<file path="src/rtl/aec_pkg.sv">
package aec_pkg;

  // Window membership; a minimum above the maximum means the window spans zero.
  function automatic logic in_window(input logic [31:0] a,
                                     input logic [31:0] lo,
                                     input logic [31:0] hi);
    if (lo <= hi) return (a >= lo) && (a <= hi);
    else          return (a >= lo) || (a <= hi);
  endfunction

endpackage

</file>
<file path="src/rtl/aec_edge_detect.sv">
module aec_edge_detect #(
  parameter int TIME_W = 16
) (
  input  logic              clk,
  input  logic              rst_n,
  input  logic              evt_in,
  input  logic              active_high,
  input  logic [TIME_W-1:0] time_now,
  input  logic [TIME_W-1:0] stuck_timeout,
  output logic              act,
  output logic              rise,
  output logic              fall,
  output logic              stuck_now
);

  function automatic logic [TIME_W-1:0] elapsed(input logic [TIME_W-1:0] now,
                                                input logic [TIME_W-1:0] since);
    return now - since;
  endfunction

  logic              act_q;
  logic [TIME_W-1:0] act_t;

  assign act       = active_high ? evt_in : ~evt_in;
  assign rise      = act & ~act_q;
  assign fall      = ~act & act_q;
  assign stuck_now = act & act_q & (elapsed(time_now, act_t) > stuck_timeout);

  always_ff @(posedge clk) begin
    if (!rst_n) begin
      act_q <= 1'b0;
      act_t <= '0;
    end else begin
      act_q <= act;
      if (rise) act_t <= time_now;
    end
  end

  // a stuck detection needs the line active now and on the previous sample
  p_stuck_needs_run_r9: assert property (@(posedge clk) disable iff (!rst_n)
    stuck_now |-> (act && $past(act)));

endmodule

</file>
<file path="src/rtl/aec_window_track.sv">
module aec_window_track #(
  parameter int ANG_W = 10
) (
  input  logic             clk,
  input  logic             rst_n,
  input  logic [ANG_W-1:0] angle,
  input  logic [ANG_W-1:0] win_min,
  input  logic [ANG_W-1:0] win_max,
  output logic             inw,
  output logic             win_open,
  output logic             win_close
);

  logic inw_q;

  assign inw       = aec_pkg::in_window(32'(angle), 32'(win_min), 32'(win_max));
  assign win_open  = inw & ~inw_q;
  assign win_close = ~inw & inw_q;

  always_ff @(posedge clk) begin
    if (!rst_n) inw_q <= 1'b0;
    else        inw_q <= inw;
  end

endmodule

</file>
<file path="src/rtl/aec_measure.sv">
module aec_measure #(
  parameter int ANG_W  = 10,
  parameter int TIME_W = 16
) (
  input  logic              clk,
  input  logic              rst_n,
  input  logic [ANG_W-1:0]  angle,
  input  logic [TIME_W-1:0] time_now,
  input  logic              act,
  input  logic              rise,
  input  logic              fall,
  input  logic              stuck_now,
  input  logic              inw,
  input  logic              win_open,
  input  logic              win_close,
  output logic              rpt_valid,
  output logic              evt_present,
  output logic [ANG_W-1:0]  start_angle,
  output logic [ANG_W-1:0]  end_angle,
  output logic [TIME_W-1:0] duration,
  output logic              err_stuck,
  output logic              err_all_active,
  output logic              err_orphan_start,
  output logic              err_orphan_end
);

  function automatic logic [TIME_W-1:0] span(input logic [TIME_W-1:0] t_end,
                                             input logic [TIME_W-1:0] t_beg);
    return t_end - t_beg;
  endfunction

  logic              got_s, got_e, orph_e, all_a, stuck_seen;
  logic [ANG_W-1:0]  s_ang, e_ang;
  logic [TIME_W-1:0] s_t, e_t;

  logic              n_s, n_e, n_oe, n_all;
  logic [ANG_W-1:0]  n_sang, n_eang;
  logic [TIME_W-1:0] n_st, n_et;

  // Per-sample update; the opening sample starts from a clean state.
  always_comb begin
    n_s    = win_open ? 1'b0 : got_s;
    n_e    = win_open ? 1'b0 : got_e;
    n_oe   = win_open ? 1'b0 : orph_e;
    n_all  = win_open ? 1'b1 : all_a;
    n_sang = s_ang;
    n_eang = e_ang;
    n_st   = s_t;
    n_et   = e_t;
    if (inw) begin
      if (rise && !n_s) begin
        n_s    = 1'b1;
        n_sang = angle;
        n_st   = time_now;
      end
      if (fall) begin
        if (n_s && !n_e) begin
          n_e    = 1'b1;
          n_eang = angle;
          n_et   = time_now;
        end else if (!n_s) begin
          n_oe = 1'b1;
        end
      end
      n_all = n_all & act;
    end
  end

  always_ff @(posedge clk) begin
    if (!rst_n) begin
      got_s <= 1'b0; got_e <= 1'b0; orph_e <= 1'b0; all_a <= 1'b0;
      stuck_seen <= 1'b0;
      s_ang <= '0; e_ang <= '0; s_t <= '0; e_t <= '0;
      rpt_valid <= 1'b0; evt_present <= 1'b0;
      start_angle <= '0; end_angle <= '0; duration <= '0;
      err_stuck <= 1'b0; err_all_active <= 1'b0;
      err_orphan_start <= 1'b0; err_orphan_end <= 1'b0;
    end else if (win_close) begin
      rpt_valid        <= 1'b1;
      evt_present      <= got_s & got_e;
      start_angle      <= s_ang;
      end_angle        <= e_ang;
      duration         <= (got_s & got_e) ? span(e_t, s_t) : '0;
      err_stuck        <= stuck_seen;
      err_all_active   <= all_a;
      err_orphan_start <= got_s & ~got_e;
      err_orphan_end   <= orph_e;
      stuck_seen       <= stuck_now;
      got_s <= 1'b0; got_e <= 1'b0; orph_e <= 1'b0; all_a <= 1'b0;
    end else begin
      rpt_valid  <= 1'b0;
      stuck_seen <= stuck_seen | stuck_now;
      got_s  <= n_s;    got_e  <= n_e;    orph_e <= n_oe;  all_a <= n_all;
      s_ang  <= n_sang; e_ang  <= n_eang; s_t    <= n_st;  e_t   <= n_et;
    end
  end

  // a report never claims both a full event and an unfinished start
  p_present_excl_orphan_r6: assert property (@(posedge clk) disable iff (!rst_n)
    rpt_valid |-> !(evt_present && err_orphan_start));

  // a window active throughout holds no end edge, so no full event
  p_all_active_no_event_r8: assert property (@(posedge clk) disable iff (!rst_n)
    (rpt_valid && err_all_active) |-> !evt_present);

  // no event, no duration
  p_duration_zero_r5: assert property (@(posedge clk) disable iff (!rst_n)
    (rpt_valid && !evt_present) |-> (duration == '0));

endmodule

</file>
<file path="src/rtl/angle_event_capture.sv">
module angle_event_capture #(
  parameter int ANG_W  = 10,
  parameter int TIME_W = 16
) (
  input  logic              clk,
  input  logic              rst_n,
  input  logic [ANG_W-1:0]  angle,
  input  logic [TIME_W-1:0] time_now,
  input  logic              evt_in,
  input  logic [ANG_W-1:0]  win_min,
  input  logic [ANG_W-1:0]  win_max,
  input  logic              active_high,
  input  logic [TIME_W-1:0] stuck_timeout,
  output logic              rpt_valid,
  output logic              evt_present,
  output logic [ANG_W-1:0]  start_angle,
  output logic [ANG_W-1:0]  end_angle,
  output logic [TIME_W-1:0] duration,
  output logic              err_stuck,
  output logic              err_all_active,
  output logic              err_orphan_start,
  output logic              err_orphan_end
);

  logic act, rise, fall, stuck_now;
  logic inw, win_open, win_close;

  aec_edge_detect #(.TIME_W(TIME_W)) u_edge (
    .clk(clk), .rst_n(rst_n), .evt_in(evt_in), .active_high(active_high),
    .time_now(time_now), .stuck_timeout(stuck_timeout),
    .act(act), .rise(rise), .fall(fall), .stuck_now(stuck_now)
  );

  aec_window_track #(.ANG_W(ANG_W)) u_win (
    .clk(clk), .rst_n(rst_n), .angle(angle), .win_min(win_min), .win_max(win_max),
    .inw(inw), .win_open(win_open), .win_close(win_close)
  );

  aec_measure #(.ANG_W(ANG_W), .TIME_W(TIME_W)) u_meas (
    .clk(clk), .rst_n(rst_n), .angle(angle), .time_now(time_now),
    .act(act), .rise(rise), .fall(fall), .stuck_now(stuck_now),
    .inw(inw), .win_open(win_open), .win_close(win_close),
    .rpt_valid(rpt_valid), .evt_present(evt_present),
    .start_angle(start_angle), .end_angle(end_angle), .duration(duration),
    .err_stuck(err_stuck), .err_all_active(err_all_active),
    .err_orphan_start(err_orphan_start), .err_orphan_end(err_orphan_end)
  );

  // a window close yields a report strobe on the next cycle
  p_close_reports_r2: assert property (@(posedge clk) disable iff (!rst_n)
    win_close |=> rpt_valid);

  // the report strobe lasts one cycle
  p_strobe_single_r2: assert property (@(posedge clk) disable iff (!rst_n)
    rpt_valid |=> !rpt_valid);

  // a report only follows a sample that was in the window
  p_report_needs_window_r10: assert property (@(posedge clk) disable iff (!rst_n)
    $rose(rpt_valid) |-> $past(inw, 2));

endmodule

</file>
<file path="config.mk">
export PLATFORM = sky130hd
export DESIGN_NAME = angle_event_capture
export DESIGN_NICKNAME = d
export VERILOG_FILES = /design/src/rtl/aec_pkg.sv /design/src/rtl/aec_edge_detect.sv /design/src/rtl/aec_window_track.sv /design/src/rtl/aec_measure.sv /design/src/rtl/angle_event_capture.sv
export SDC_FILE = /design/constraint.sdc
export NUM_CORES = 1
export LEC_CHECK = 0
export ABC_AREA = 0
export CAP_MARGIN = 40
export CORE_MARGIN = 3
export CORE_UTILIZATION = 35
export DETAILED_ROUTE_END_ITERATION = 6
export DONT_BUFFER_PORTS = 1
export MAX_ROUTING_LAYER = met4
export PLACE_DENSITY = 0.55
export SLEW_MARGIN = 5
export SYNTH_ARGS = -nofsm -noshare
export SYNTH_HDL_FRONTEND = slang
export SYNTH_HIERARCHICAL = 1
export SYNTH_SLANG_ARGS = --single-unit
export TNS_END_PERCENT = 50
</file>
<file path="constraint.sdc">
create_clock -name clk -period 6.6 [get_ports clk]
set_input_delay 1.98 -clock clk [delete_from_list [all_inputs] [get_ports clk]]
set_output_delay 1.98 -clock clk [all_outputs]
set_load 0.005 [all_outputs]
</file>
== Yosys cells after proc, flatten, opt, wreduce, memory -nomap -nowiden ==
Cells that the tools add are included.
W data, S select, Z words.
Storage, ports and cells
  bits in registers: 117
  latch bits: 0
  memory bits (writable): 0
  memory bits (read-only): 0
  input port bits: 66
  memories kept: 0
Cells by class
  add/subtract/negate cells: 2
  multipliers: 0
  divide/modulo/power cells: 0
  magnitude comparators: 4
  equality and inequality tests: 0
  shift-type cells: 0
  mux-type cells: 20
  bitwise gates (word level): 18
  reductions and logical operators: 9
Operators by type and width (number)
  $sub A16 B16 Y16: 2
  $le A10 B10 Y1: 2
  $mux W1: 19
  $gt A16 B16 Y1: 1
  $mux W16: 1
  $ge A10 B10 Y1: 1
  $and A1 B1 Y1: 9
  $not A1 Y1: 8
  $reduce_and A4 Y1: 1
  $logic_and A1 B1 Y1: 3
  $reduce_and A3 Y1: 1
  $logic_not A1 Y1: 2
  $reduce_or A2 Y1: 1
  $logic_or A1 B1 Y1: 1
  $or A1 B1 Y1: 1

== Depth between registers and ports, before layout ==
  depth after elaboration: 13
  gate-level depth with buffers: 16
  gate-level depth less buffers: 16

== Cells and area by module ==
Netlist, hierarchy kept.
Modules (own cells, without submodules)
  aec_measure: instances 1, cells an instance 496, area an instance 4370.4 sq um, seq. area each 1981.9 sq um
  aec_edge_detect: instances 1, cells an instance 247, area an instance 1858.0 sq um, seq. area each 340.3 sq um
  aec_window_track: instances 1, cells an instance 97, area an instance 762.0 sq um, seq. area each 20.0 sq um

== Worst setup path after synthesis ==
OpenSTA, ideal clock, no wires.
  path type: input-to-reg
  start point: input time_now[0]
  end point: register u_meas.stuck_seen
  library setup time: 115 ps
  data arrival time: 4528 ps
  required time: 6485 ps
  slack: 1957 ps
  stages: 16
  path buffers: 0
  cells stage by stage: inv_1 ha_1 fa_1 nor2b_1 o31a_1 o21a_1 nor2_1 o21ai_0 xor2_1 ha_1 a21o_1 a21o_1 a21oi_1 o21ai_0 o2111a_1 o21a_1
On the way
  longest elaborated chain between the ends: 5
RTL lines
  from (decl): RTL line angle_event_capture.sv:8  | input logic [TIME_W-1:0] time_now,
  $sub A16 B16 Y16 *: RTL line aec_edge_detect.sv:18  | return now - since;
  $gt A16 B16 Y1 *: RTL line aec_edge_detect.sv:27  | assign stuck_now = act & act_q & (elapsed(time_now, act_t) > stuck_timeout);
  $and A1 B1 Y1 *: RTL line aec_edge_detect.sv:27
  via stuck_now: RTL line angle_event_capture.sv:25  | logic act, rise, fall, stuck_now;
  $or A1 B1 Y1: RTL line aec_measure.sv:92  | stuck_seen <= stuck_seen | stuck_now;
  $mux W1 *: RTL line aec_measure.sv:78  | end else if (win_close) begin
  to (signal assigned): RTL line aec_measure.sv:88  | stuck_seen <= stuck_now;
  to (signal assigned): RTL line aec_measure.sv:92
  to (decl): RTL line aec_measure.sv:32  | logic got_s, got_e, orph_e, all_a, stuck_seen;
Mark *: on every way through the listed nets, which the timed path passes. The rest lies on a longest branch.
A chain may end at the register's enable or synchronous reset.

== Final worst setup path ==
  start point: input win_max[7]
  end point: register u_meas.s_t[10]
RTL lines
  from (decl): RTL line angle_event_capture.sv:11  | input logic [ANG_W-1:0] win_max,
  $le A10 B10 Y1: RTL line aec_pkg.sv:7, aec_pkg.sv:8
  $logic_or A1 B1 Y1 / $logic_and A1 B1 Y1 (equally long branches): RTL line aec_pkg.sv:8, aec_pkg.sv:7
  $mux W1 *: RTL line aec_pkg.sv:7  | if (lo <= hi) return (a >= lo) && (a <= hi);
  $not A1 Y1 *: RTL line aec_window_track.sv:18  | assign win_close = ~inw & inw_q;
  $and A1 B1 Y1 *: RTL line aec_window_track.sv:18
  via win_close: RTL line angle_event_capture.sv:26  | logic inw, win_open, win_close;
  $not A1 Y1 (no line) *
  $reduce_and A3 Y1 (no line) *
  to (signal assigned): RTL line aec_measure.sv:94  | s_ang <= n_sang; e_ang <= n_eang; s_t <= n_st; e_t <= n_et;
  to (decl): RTL line aec_measure.sv:34  | logic [TIME_W-1:0] s_t, e_t;
Marked as above.

==> metrics.cfg <==
[outcome]
outcome=finished clean

[sta]
finalSetupTns_ns=0
rsz0062_at_grt=false
finalClockSkew_ns=0.00888
max_slew_margin_pct=41.9
fmax_mhz=214
max_slew.worst_pin.slew_ns=0.868
final.min_clock_period_ns=4.68
setup_viol=0
post-route-period-util_pct=70.9
drv_slew=0
hold_viol_final=0

[critical_path]
timing.rr.start=u_edge/act_t[1]
critPathMaxFanout=26
cpPeakStageDelay_ns=0.74
path_depth=13
cp.required_ns=6.93
critPathSlowestCell=nor3_4
cp.arrival_ns=5.01
regToRegSetupSlack_ns=3.22
startpoint_type=input pin
endpoint_kind=flop
path_cells=inv_1, ha_1, nand4_1, nor3_2, and3_1, a31oi_1, maj3_2, and2_2, buf_12, nor3_4, buf_4, nand2_1, a21boi_0
r2r-end=u_meas/stuck_seen
cp_top_family=simple AND/OR/NAND/NOR gates
crit_type=input pin to flop
path_buf_inv=3
r2r_cells=15

[placement]
place_congestion=0.788
dp.cells=1082
place_hpwl_um=12400
placement.io_buffers=0

[drt]
via_per_inst=4.83
ant_nets=0
wl_per_cell_um=14.9
drc=0
vias=5372
drt_iter0_markers=280
drt_pass1_iterations=4
routed_wirelength_um=16500

[power_and_ir_drop]
p_leak_nw=3.12
ir_worst_vdd_mv=0.141
p_per_area_nw_per_um2=265

[clock_network]
clk_path_buf_depth=2
clk_pin_slew_worst_paths_ns=0.05
cts_tree=yes
cts_post_setup_buffers_inserted=0
cts_sinks=117
cts_made_buffers=17
ctsResizeCount=0
insertion_delay_ns=0.41
h-tree-depth=4
cts-hold-fix-buffers=0
root_buffer=clkbuf_16

[floorplan]
initial_core_util_pct=35.8
die_area_sq_um=21700
io_pins=108
die_h_um=147
rows=51
fp.dieW_um=147
core-area_sq_um=19500

[yosys]
synth_top_cell_area_share_pct=33.5
synthFlopType=dfxtp_1
syn_area_sq_um=6990
ys_async_sr_fraction_pct=0
ys_ff_latch=117
yosysUniqueCellTypes=60
synth-edff-count=0
yosysTopAreaCell=dfxtp_1
syn_inst=840
synth.top_cells.by_area=dfxtp_1, ha_1, nand2_1
synth_nets=985
avgSynthCellArea_sq_um=8.32
seq_area_frac_synth_pct=33.5
ys_warn_count=6

[cells_and_area]
final_cells=1113
drive_gt1_share_pct=6.72
area_growth_pct=11.7
nFillCells=2032
layout_commonest_cell=nand2_1
nets=981
num_antenna_cells=0
layout_common_cells=nand2_1, dfxtp_1, ha_1

[grt]
grt_start_max_net_pins=99
grtUsageTotal_pct=16.2
grt_pass1_vias=5427
overflow=0
antenna_found_initial=0
grt_pass1_wl_um=27300

[hold_path]
min_path_cells=2
min_from=u_meas/e_t[9]
min_path_type=flop to flop
min_to=u_meas/e_t[9]

[job]
cap_violations=0

metal layers:
| layer | global-route usage (%) | routed length, um | vias up |
|---|---|---|---|
| met2 | 24.7 | 7290 | 107 |
| met3 | 6.29 | 1220 | 9 |
| met5 | - | 0 | - |
| met4 | 3.68 | 103 | 0 |
| li1 | - | - | 2836 |
| met1 | 20.3 | 7940 | 2420 |
cell type report:
cell class,count,area [sq um],area share [%]
inverters,77,289,3.70
clock inverters,10,108,1.38
repair buffers,6,65.1,0.833
multi-input cells,617,4220,54.1
clock buffers,21,450,5.77
flip-flops and latches,117,2340,30.0
well taps,265,332,4.25
worst reg2reg max path: cells and delay by family, from the launching register on:
kind / cells / cell delay, ns
fa+ha+maj: 2 / 0.57
compound gates: 10 / 2.00
mux: 1 / 0.16
buf+inv: 1 / 0.06
flops: 1 / 0.37
simple gates: 1 / 0.13
cells by family after synthesis:
| family | share of synthesized area (%) |
|---|---|
| AO/OA/AOI/OAI | 20.2 |
| XOR/XNOR | 3.26 |
| adder cells (fa/ha/maj) | 14.5 |
| buffers and inverters | 6.19 |
| flip-flops | 33.5 |
| multiplexers | 3.44 |
| AND/OR/NAND/NOR | 18.9 |
worst max-delay path by stage:
stage	slack [ns]	to	from
6_report	1.92	u_meas/s_t[10]	win_max[7]
3_3_place_gp	1.28	u_meas/e_ang[3]	win_max[9]
2_1_floorplan	1.96	u_meas/stuck_seen	time_now[0]
3_5_place_dp	1.49	u_meas/s_t[11]	win_max[7]
5_1_grt	1.64	u_meas/s_t[12]	win_max[7]
4_1_cts	1.91	u_meas/s_t[10]	win_max[7]
synthesized netlist by cell type, types with 3 or more instances:
library cell	instances
clkbuf_1	14
nand4_1	8
and2_1	7
ha_1	77
a211oi_1	6
o21ai_1	3
dfxtp_1	117
nor3_1	3
a21o_1	12
buf_2	10
nand2b_1	9
a21oi_1	30
or3_1	3
o211ai_1	3
nand2_1	180
nor2b_1	34
o31a_1	3
xor2_1	11
xnor2_1	15
inv_1	76
a21boi_1	22
o21a_1	6
mux2i_1	24
a21boi_0	49
o21ai_0	33
o21bai_1	4
nor2_1	25
nand3_1	5
a21oi_2	3
a31oi_1	6
through the flow:
stage	utilization [%]	hold WS [ns]	worst slack, ns	cell area (sq um)	total power, mW
final	40.0	0.454	1.92	7810	2.07
after global routing	40.0	0.477	1.64	7810	2.19
after detailed placement	37.1	0.451	1.49	7250	1.21
after floorplan	-	0.435	1.96	6990	1.12
after CTS	40.0	0.458	1.91	7810	2.09
after global placement	37.0	0.445	1.28	7220	1.21
power breakdown:
| part | total (mW) | internal (mW) | leakage, nW | switching [mW] |
|---|---|---|---|---|
| clock network | 0.871 | 0.558 | 0.268 | 0.313 |
| logic | 0.442 | 0.192 | 1.90 | 0.250 |
| registers | 0.753 | 0.736 | 0.948 | 0.0169 |
| total | 2.07 | 1.49 | 3.12 | 0.580 |
flip-flops by register name, indices dropped and copies added, names as in the netlist, 10 cells and up:
register and count:
u_edge/act_t 16, u_meas/duration 16, u_meas/e_t 16, u_meas/s_t 16, u_meas/e_ang 10, u_meas/end_angle 10
u_meas/s_ang 10, u_meas/start_angle 10
Note: power is estimated with default switching activity, not from simulation.
